$ cat config.mk
export PLATFORM = sky130hd
export DESIGN_NAME = rx5b_decoder
export DESIGN_NICKNAME = d
export VERILOG_FILES = /design/src/rtl/rx5b_pkg.sv /design/src/rtl/rx5b_aligner.sv /design/src/rtl/rx5b_framer.sv /design/src/rtl/rx5b_errcnt.sv /design/src/rtl/rx5b_decoder.sv
export SDC_FILE = /design/constraint.sdc
export NUM_CORES = 1
export LEC_CHECK = 0
export ABC_AREA = 1
export BUFFER_PORTS_ARGS = -buffer_cell sky130_fd_sc_hd__buf_2
export CORE_ASPECT_RATIO = 0.7
export CORE_UTILIZATION = 50
export CTS_CLUSTER_DIAMETER = 30
export DETAILED_ROUTE_END_ITERATION = 10
export HOLD_SLACK_MARGIN = 0.03
export PLACE_DENSITY = 0.69
export RECOVER_POWER = 25
export SYNTH_ARGS = -nofsm -noshare
export SYNTH_HDL_FRONTEND = slang
export SYNTH_SLANG_ARGS = --single-unit
$ cat constraint.sdc
create_clock -name clk -period 1.96 [get_ports clk]
set_clock_uncertainty 0.05 [all_clocks]
set_input_delay 0.294 -clock clk [delete_from_list [all_inputs] [get_ports clk]]
set_output_delay 0.294 -clock clk [all_outputs]
set_load 0.01 [all_outputs]
$ cat src/rtl/rx5b_pkg.sv
package rx5b_pkg;

  typedef enum logic [2:0] {
    ST_SEARCH = 3'd0,
    ST_FIRST  = 3'd1,
    ST_SECOND = 3'd2,
    ST_FRAME  = 3'd3,
    ST_BAD    = 3'd4
  } fr_state_e;

  localparam logic [4:0] GRP_IDLE = 5'b11111;
  localparam logic [4:0] GRP_SSD1 = 5'b11000;
  localparam logic [4:0] GRP_SSD2 = 5'b10001;
  localparam logic [4:0] GRP_ESD1 = 5'b01101;
  localparam logic [4:0] GRP_ESD2 = 5'b00111;

  typedef struct packed {
    logic       crs;
    logic       dv;
    logic       er;
    logic [3:0] rxd;
  } rx_word_t;

  // returns {is_data, nibble}
  function automatic logic [4:0] dec5(input logic [4:0] g);
    case (g)
      5'b11110: dec5 = 5'h10;
      5'b01001: dec5 = 5'h11;
      5'b10100: dec5 = 5'h12;
      5'b10101: dec5 = 5'h13;
      5'b01010: dec5 = 5'h14;
      5'b01011: dec5 = 5'h15;
      5'b01110: dec5 = 5'h16;
      5'b01111: dec5 = 5'h17;
      5'b10010: dec5 = 5'h18;
      5'b10011: dec5 = 5'h19;
      5'b10110: dec5 = 5'h1A;
      5'b10111: dec5 = 5'h1B;
      5'b11010: dec5 = 5'h1C;
      5'b11011: dec5 = 5'h1D;
      5'b11100: dec5 = 5'h1E;
      5'b11101: dec5 = 5'h1F;
      default:  dec5 = 5'h00;
    endcase
  endfunction

endpackage

$ cat src/rtl/rx5b_aligner.sv
module rx5b_aligner #(
  parameter int MIN_ONES = 12
) (
  input  logic       clk,
  input  logic       rst_n,
  input  logic       acc,
  input  logic       bit_in,
  input  logic       locked,
  output logic       start,
  output logic       grp_done,
  output logic [4:0] grp
);
  localparam int OW = $clog2(MIN_ONES + 1);
  localparam logic [OW-1:0] ONES_MAX = OW'(MIN_ONES);

  logic [3:0]    hist_q;
  logic [2:0]    ph_q;
  logic [OW-1:0] ones_q;

  assign start    = acc && !locked && !bit_in && (ones_q >= ONES_MAX);
  assign grp_done = acc && locked && (ph_q == 3'd4);
  assign grp      = {hist_q, bit_in};

  always_ff @(posedge clk or negedge rst_n) begin
    if (!rst_n) begin
      hist_q <= '0;
      ph_q   <= '0;
      ones_q <= '0;
    end else if (acc) begin
      hist_q <= {hist_q[2:0], bit_in};
      if (!bit_in)
        ones_q <= '0;
      else if (ones_q != ONES_MAX)
        ones_q <= ones_q + 1'b1;
      if (start)
        ph_q <= 3'd3;
      else if (locked)
        ph_q <= (ph_q == 3'd4) ? 3'd0 : ph_q + 3'd1;
    end
  end
endmodule

$ cat src/rtl/rx5b_framer.sv
module rx5b_framer
  import rx5b_pkg::*;
(
  input  logic       clk,
  input  logic       rst_n,
  input  logic       start,
  input  logic       grp_done,
  input  logic [4:0] grp,
  input  logic       m_ready,
  output logic       locked,
  output logic       out_valid,
  output rx_word_t   out_word,
  output logic       bad_inc
);
  localparam rx_word_t W_PRE = '{crs: 1'b1, dv: 1'b1, er: 1'b0, rxd: 4'b0101};
  localparam rx_word_t W_END = '{crs: 1'b0, dv: 1'b0, er: 1'b0, rxd: 4'b0000};
  localparam rx_word_t W_ERR = '{crs: 1'b1, dv: 1'b1, er: 1'b1, rxd: 4'b0000};
  localparam rx_word_t W_FC  = '{crs: 1'b1, dv: 1'b0, er: 1'b1, rxd: 4'b1110};

  fr_state_e st_q, st_n;
  logic [4:0] prev_q, prev_n;
  logic       pk_q, pk_n;
  logic       emit;
  rx_word_t   word_n;
  logic [4:0] pd;

  assign locked = (st_q != ST_SEARCH);
  assign pd     = dec5(prev_q);

  always_comb begin
    st_n    = st_q;
    prev_n  = prev_q;
    pk_n    = pk_q;
    emit    = 1'b0;
    word_n  = W_END;
    bad_inc = 1'b0;
    case (st_q)
      ST_SEARCH: if (start) st_n = ST_FIRST;
      ST_FIRST: if (grp_done) begin
        prev_n = grp;
        st_n   = ST_SECOND;
      end
      ST_SECOND: if (grp_done) begin
        emit   = 1'b1;
        prev_n = grp;
        if (prev_q == GRP_SSD1 && grp == GRP_SSD2) begin
          word_n = W_PRE;
          pk_n   = 1'b1;
          st_n   = ST_FRAME;
        end else begin
          word_n  = W_FC;
          bad_inc = 1'b1;
          st_n    = ST_BAD;
        end
      end
      ST_FRAME: if (grp_done) begin
        emit   = 1'b1;
        prev_n = grp;
        pk_n   = 1'b0;
        if (pk_q)
          word_n = W_PRE;
        else if ((prev_q == GRP_IDLE && grp == GRP_IDLE) ||
                 (prev_q == GRP_ESD1 && grp == GRP_ESD2)) begin
          word_n = W_END;
          st_n   = ST_SEARCH;
        end else if (pd[4])
          word_n = '{crs: 1'b1, dv: 1'b1, er: 1'b0, rxd: pd[3:0]};
        else
          word_n = W_ERR;
      end
      ST_BAD: if (grp_done) begin
        emit   = 1'b1;
        prev_n = grp;
        if (prev_q == GRP_IDLE && grp == GRP_IDLE) begin
          word_n = W_END;
          st_n   = ST_SEARCH;
        end else begin
          word_n  = W_FC;
          bad_inc = 1'b1;
        end
      end
      default: st_n = ST_SEARCH;
    endcase
  end

  always_ff @(posedge clk or negedge rst_n) begin
    if (!rst_n) begin
      st_q      <= ST_SEARCH;
      prev_q    <= '0;
      pk_q      <= 1'b0;
      out_valid <= 1'b0;
      out_word  <= W_END;
    end else begin
      st_q   <= st_n;
      prev_q <= prev_n;
      pk_q   <= pk_n;
      if (emit) begin
        out_valid <= 1'b1;
        out_word  <= word_n;
      end else if (m_ready) begin
        out_valid <= 1'b0;
      end
    end
  end
endmodule

$ cat src/rtl/rx5b_errcnt.sv
module rx5b_errcnt #(
  parameter int CNT_W = 8
) (
  input  logic             clk,
  input  logic             rst_n,
  input  logic             clr,
  input  logic             inc,
  output logic [CNT_W-1:0] cnt
);
  localparam logic [CNT_W-1:0] CNT_MAX = {CNT_W{1'b1}};

  always_ff @(posedge clk or negedge rst_n) begin
    if (!rst_n)
      cnt <= '0;
    else if (clr)
      cnt <= '0;
    else if (inc && cnt != CNT_MAX)
      cnt <= cnt + 1'b1;
  end
endmodule

$ cat src/rtl/rx5b_decoder.sv
module rx5b_decoder
  import rx5b_pkg::*;
#(
  parameter int CNT_W    = 8,
  parameter int MIN_ONES = 12
) (
  input  logic             clk,
  input  logic             rst_n,
  input  logic             s_valid,
  output logic             s_ready,
  input  logic             s_bit,
  output logic             m_valid,
  input  logic             m_ready,
  output logic [3:0]       m_rxd,
  output logic             m_dv,
  output logic             m_er,
  output logic             m_crs,
  input  logic             err_clr,
  output logic [CNT_W-1:0] err_cnt
);
  logic       acc, locked, start, grp_done, bad_inc;
  logic [4:0] grp;
  rx_word_t   word;

  assign s_ready = !m_valid || m_ready;
  assign acc     = s_valid && s_ready;

  rx5b_aligner #(.MIN_ONES(MIN_ONES)) u_align (
    .clk(clk), .rst_n(rst_n), .acc(acc), .bit_in(s_bit), .locked(locked),
    .start(start), .grp_done(grp_done), .grp(grp)
  );

  rx5b_framer u_frame (
    .clk(clk), .rst_n(rst_n), .start(start), .grp_done(grp_done), .grp(grp),
    .m_ready(m_ready), .locked(locked), .out_valid(m_valid), .out_word(word),
    .bad_inc(bad_inc)
  );

  rx5b_errcnt #(.CNT_W(CNT_W)) u_cnt (
    .clk(clk), .rst_n(rst_n), .clr(err_clr), .inc(bad_inc), .cnt(err_cnt)
  );

  assign m_rxd = word.rxd;
  assign m_dv  = word.dv;
  assign m_er  = word.er;
  assign m_crs = word.crs;
endmodule

==> Yosys cells after proc, flatten, opt, wreduce, memory -nomap -nowiden <==
Memories as Yosys holds them, arrays and structs flattened.
Index checks and enable logic that the tools add are counted.
{ "totals": {"out_inout_bits": 17, "mem_count": 1, "romBits": 160, "input_bits": 6, "regBits": 36, "wordCells": 107} }
{ "mem_list": {"columns": ["memory", "words", "word_bits", "read_ports", "rd_clocked_by_memory_dff", "wr", "line", "rtl"], "rows": [
  ["(no name shown)", 32, 5, 1, 0, 0, "rx5b_pkg.sv:26", "case (g)"]
]} }
{ "op_classes": {"n_lt_le_gt_ge": 1, "reduce_logical": 28, "eq_ne": 23, "addsub": 3, "n_mux": 39} }
{ "ops": {"columns": ["cell", "count"], "rows": [
  ["$mux 7", 6],
  ["$mux 3", 12],
  ["$pmux 7 s3", 1],
  ["$eq 5x5->1 const B", 4],
  ["$mux 8", 2],
  ["$pmux 3 s5", 1],
  ["$ne 2x2->1 const B", 6],
  ["$mux 1", 11],
  ["$logic_and 1x1->1", 10],
  ["$add 8x1->8 const B", 1],
  ["$mux 4", 2],
  ["$ne 2x1->1 const B", 4],
  ["$ne 8x8->1 const B", 1],
  ["$reduce_and 8->1", 1],
  ["$reduce_bool 2->1", 4],
  ["$eq 3x2->1 const B", 2],
  ["$eq 3x3->1 const B", 2],
  ["$mux 6", 1],
  ["$reduce_and 2->1", 3],
  ["$eq 5x3->1 const B", 1],
  ["$eq 5x4->1 const B", 1],
  ["$mux 5", 1],
  ["$add 4x1->4 const B", 1],
  ["$ge 4x4->1 const B", 1],
  ["11 further kinds", 15]
]} }

==> Longest topological paths before layout <==
{ "depth": {"word_depth": 10, "depth_mapped": 11, "mapped_depth_nobuf": 11} }

==> Cells and area by module <==
A second synthesis with hierarchy kept.
{ "unflattened": {"cells_unflattened": 332, "area_unflattened_um2": 2322.2} }
{ "by_module_without_submodules": {"columns": ["mod", "area_each_um2", "cells_each", "seq_area_each_um2", "instances"], "rows": [
  ["rx5b_framer", 1162.4, 171, 425.4, 1],
  ["rx5b_aligner", 628.1, 83, 275.3, 1],
  ["rx5b_errcnt", 511.7, 74, 200.2, 1],
  ["rx5b_decoder", 20.0, 4, 0.0, 1]
]} }

==> Worst setup path after synthesis <==
No wires, ideal clock.
{ "synth_path": {"path_kind": "register to register", "from": "reg u_cnt.cnt[0]", "to": "reg u_cnt.cnt[2]", "period_less_slack_ps": 1532, "path_slack_ps": 428, "path_stages_with_launch": 9, "arrival_ps": 1364, "required_time_ps": 1792, "setup_time_ps": 118, "path_buffers": 0, "path_cell_list": "dfrtp_1 -> ha_1 -> nand2_1 -> inv_1 -> and3_2 -> nor2_8 -> nand2_4 -> nand3_1 -> nand2_1"} }
{ "synth_via": {"elab_chain_cells": 3, "word_cells_on_any_way": 6, "classes_between": "1 x add/sub; 1 x eq/ne; 2 x mux; 2 x reduce/logical"} }
{ "synth_rtl": {"columns": ["element", "line", "rtl"], "rows": [
  ["from (decl)", "rx5b_errcnt.sv:8", "output logic [CNT_W-1:0] cnt"],
  ["from (signal assigned)", "rx5b_errcnt.sv:18", "cnt <= cnt + 1'b1;"],
  ["$add 8x1->8 / $ne 8x8->1 (equally long branches)", "rx5b_errcnt.sv:18, rx5b_errcnt.sv:17", null],
  ["$mux 8 / $logic_and 1x1->1 (equally long branches)", "rx5b_errcnt.sv:17", "else if (inc && cnt != CNT_MAX)"],
  ["$mux 8 / $reduce_bool 2->1 (equally long branches)", null, null]
]} }
Several ways; a longest one is shown, not always the timed one. The select of a mux whose other input is x is not followed.
A chain may end at the register's enable or synchronous reset.

==> Worst setup path after layout <==
{ "layout_path": {"from": "reg u_align.ph_q[0]", "to": "reg u_cnt.cnt[0]"} }
{ "layout_via": {"elab_chain_cells": 6, "word_cells_on_any_way": 7, "classes_between": "1 x eq/ne; 3 x mux; 3 x reduce/logical"} }
{ "layout_rtl": {"columns": ["element", "line", "rtl"], "rows": [
  ["from (decl)", "rx5b_aligner.sv:17", "logic [2:0] ph_q;"],
  ["from (signal assigned)", "rx5b_aligner.sv:38", "ph_q <= (ph_q == 3'd4) ? 3'd0 : ph_q + 3'd1;"],
  ["$eq 3x3->1 (*)", "rx5b_aligner.sv:21", "assign grp_done = acc && locked && (ph_q == 3'd4);"],
  ["$logic_and 1x1->1 (*)", "rx5b_aligner.sv:21", null],
  ["$mux 1 (on tied branches)", "rx5b_framer.sv:71, rx5b_framer.sv:43", null],
  ["$pmux 1 s2 (*)", "rx5b_framer.sv:37", "case (st_q)"],
  ["$logic_and 1x1->1 (*)", "rx5b_errcnt.sv:17", null],
  ["$reduce_bool 2->1 (no source line) (*)", null, null]
]} }
Every way passes the cells marked *; elsewhere a longest branch is shown, timed or not.

==> flow_summary.yaml <==
run_status:
  status: "complete, no violations"
detailed_routing:
  drc: 0
  vias: 2000
  routedWlPerCell_um: 12.0
  drt-pass1-iter-count: 5
  routed_wirelength_mm: 4.58
  ant_nets: 0
  drt-vias-per-instance: 5.24
  drt_iter0_drc: 95
grt:
  antenna_found_initial: 0
  grt_pass1_wl_mm: 7.76
  overflow: 0
  grt_max_degree: 37
  grt_usage_pct: 21.9
  grt_pass1_vias: 1709
clock_tree:
  clkSinkCount: 36
  cts_setup_buffers: 0
  clk_path_buf_depth: 2
  cts_buffers: 5
  tritoncts: "done"
  cts_hold_buffers: 1
  clkTransAtPathRegs_ps: 70
  clock_latency_ps: 280
  htreeDepth: 2
  cts_resized: 0
  cts_root_buf: "clkbuf_8"
floorplanning:
  design.core.area_mm2: 0.00409
  die_h_um: 58.0
  io_pins: 23
  fp.dieW_um: 81.9
  dieArea_mm2: 0.00475
  placementRows: 19
  initial_core_util_pct: 54.7
sta:
  setup_viol: 0
  holdWs_ps: 291
  hold_violations: 0
  max_freq_mhz: 591
  rsz0062_at_grt: "no"
  finalCritPeriodShare_pct: 86.3
  fin_crit_ps: 1690
  tightest_slew_ps: 867
  slew_headroom_pct: 42.2
  drv_slew: 0
  setup-tns-final_ps: 0
  setup_ws_ps: 269
hold_path:
  hp-class: "in -> reg"
synthesis:
  ys_async_sr_fraction_pct: 100
  synth_edf_count: 0
  synth_ff_type: "dfrtp_1"
  synth_compound_area_share_pct: 9.40
  synthMuxAreaShare_pct: 0
  netlist_instances: 300
  ys_ff_latch: 36
  postSynthAreaPerCell_um2: 7.45
  synth_xor_area_share_pct: 2.74
  synthAdderAreaFrac_pct: 4.48
  syn_area_mm2: 0.00224
  yosysUniqueCellTypes: 27
  synth_top_family_by_area: "simple AND/OR/NAND/NOR gates"
  synthSimpleGateAreaFrac_pct: 35.6
  synth_warnings: 0
  syn-num-nets: 314
  ys_seq_area_share_pct: 40.3
cells_and_area:
  antennaDiodeCount: 0
  fill_cells: 378
  multiInputGateArea_mm2: 0.00117
  final_util_pct: 61.1
  seq_area_um2: 901
  area_delta_synth_final_pct: 11.8
  drive_above_1_share_pct: 13.6
  stdcell_count: 382
  nNetsFinal: 344
placement:
  io_buffer_count: 22
  place_congestion: 0.894
  place_ws_ps: 274
  dp_hpwl_mm: 3.46
  place_inst: 374
pwr:
  p_leak_nw: 1.41
  irDropWorstVdd_uv: 588
  p_per_area_mw_per_mm2: 1100
worst_setup_path:
  criticalPathCategory: "reg -> reg"
  arrival_ps: 1820
  cp-start-kind: "flop"
  cp-end-kind: "flop"
  critPathRequiredTime_ps: 2090
  cp_max_fo: 10
run:
  drv_cap: 0
-- power by group --
part	switching, mW	total [mW]	internal [mW]
logic	0.721	1.14	0.418
clock network	0.256	0.498	0.242
registers	0.187	1.12	0.931
total	1.16	2.75	1.59
-- Yosys cell counts, types with 4 or more instances --
library cell  count  area [µm²]
nor2_1           28         105
nand2_1          81         304
xor2_1            4        35.0
inv_1            38         143
a21oi_1          12        60.1
nand4_1          13        81.3
dfrtp_1          36         901
nor3_1            4        20.0
ha_1              8         100
nand3_1          33         165
o21ai_0          15        75.1
-- cell type report --
cell class | instances | share of cell area, %
multi-input combinational | 221 | 46.8
sequential | 36 | 36.1
inverter | 41 | 6.16
timing repair buffer | 25 | 5.31
clock buffer | 6 | 2.90
tap | 52 | 2.60
clock inverter | 1 | 0.200
-- critical path: stages, from the launching register on --
cell and delay [ps]:
dfrtp_1 390, inv_1 100, ha_1 160, nand2_1 160
nor2_8 240, nand2_4 90, nor2_8 150, nand2_4 100
nand3_1 80, nand2_1 60
-- routing by layer --
metal	GRT usage, %	wire length, µm	up-vias	share of wire, %
met5	0	0	-	0
met2	29.4	1830	52	40
met1	34.5	2420	909	53
li1	-	-	1034	-
met4	6.02	40	0	0.87
met3	5.20	285	5	6.2
-- sequential cells by signal, summed over array words and instances (netlist names) --
signal             flops
u_frame.out_word       7
u_frame.prev_q         5
u_align.ones_q         4
u_cnt.cnt              8
u_frame.out_valid      1
u_frame.st_q           3
u_frame.pk_q           1
u_align.ph_q           3
u_align.hist_q         4
-- placed cells by master (no fill, tap or decap), types with 2 or more instances in the layout --
| cell | instances |
|---|---|
| nand2_1 | 81 |
| inv_1 | 38 |
| dfrtp_1 | 36 |
| nand3_1 | 33 |
| nor2_1 | 28 |
| buf_2 | 22 |
| o21ai_0 | 15 |
| nand4_1 | 13 |
| a21oi_1 | 12 |
| ha_1 | 8 |
| clkbuf_8 | 5 |
| xor2_1 | 4 |
| nor3_1 | 4 |
| inv_2 | 3 |
| nand2_2 | 3 |
| nand2_4 | 3 |
| xnor2_1 | 3 |
| a21oi_4 | 2 |
| nor2_8 | 2 |
| nand3b_1 | 2 |
| o21a_1 | 2 |
-- final timing paths --
check | startpoint | slack, ps | cells past startpoint | to
setup / recovery | u_align.ph_q[0] | 270 | 9 | u_cnt.cnt[0]
hold / removal | s_bit | 290 | 3 | u_frame.prev_q[0]
setup reg to reg | u_align.ph_q[0] | 270 | 9 | u_cnt.cnt[0]
hold reg to reg | u_frame.out_word[0] | 440 | 2 | u_frame.out_word[0]
max in group asynchronous | rst_n | 640 | 3 | u_frame.st_q[2]
min in group asynchronous | rst_n | 680 | 3 | u_frame.prev_q[3]
-- stage by stage --
step / cell area (µm²) / total power [mW]
floorplan: 2240 / 1.96
detailed placement: 2430 / 2.26
CTS: 2510 / 2.76
finish: 2500 / 2.75
global route: 2500 / 3.02
global placement: 2430 / 2.24
-- kinds of logic after synthesis --
kind of cell / Yosys count
flops: 36
buf+inv: 43
fa+ha+maj: 8
compound gates: 35
simple gates: 171
xor+xnor: 7
Note: power is estimated with default switching activity, not from simulation.
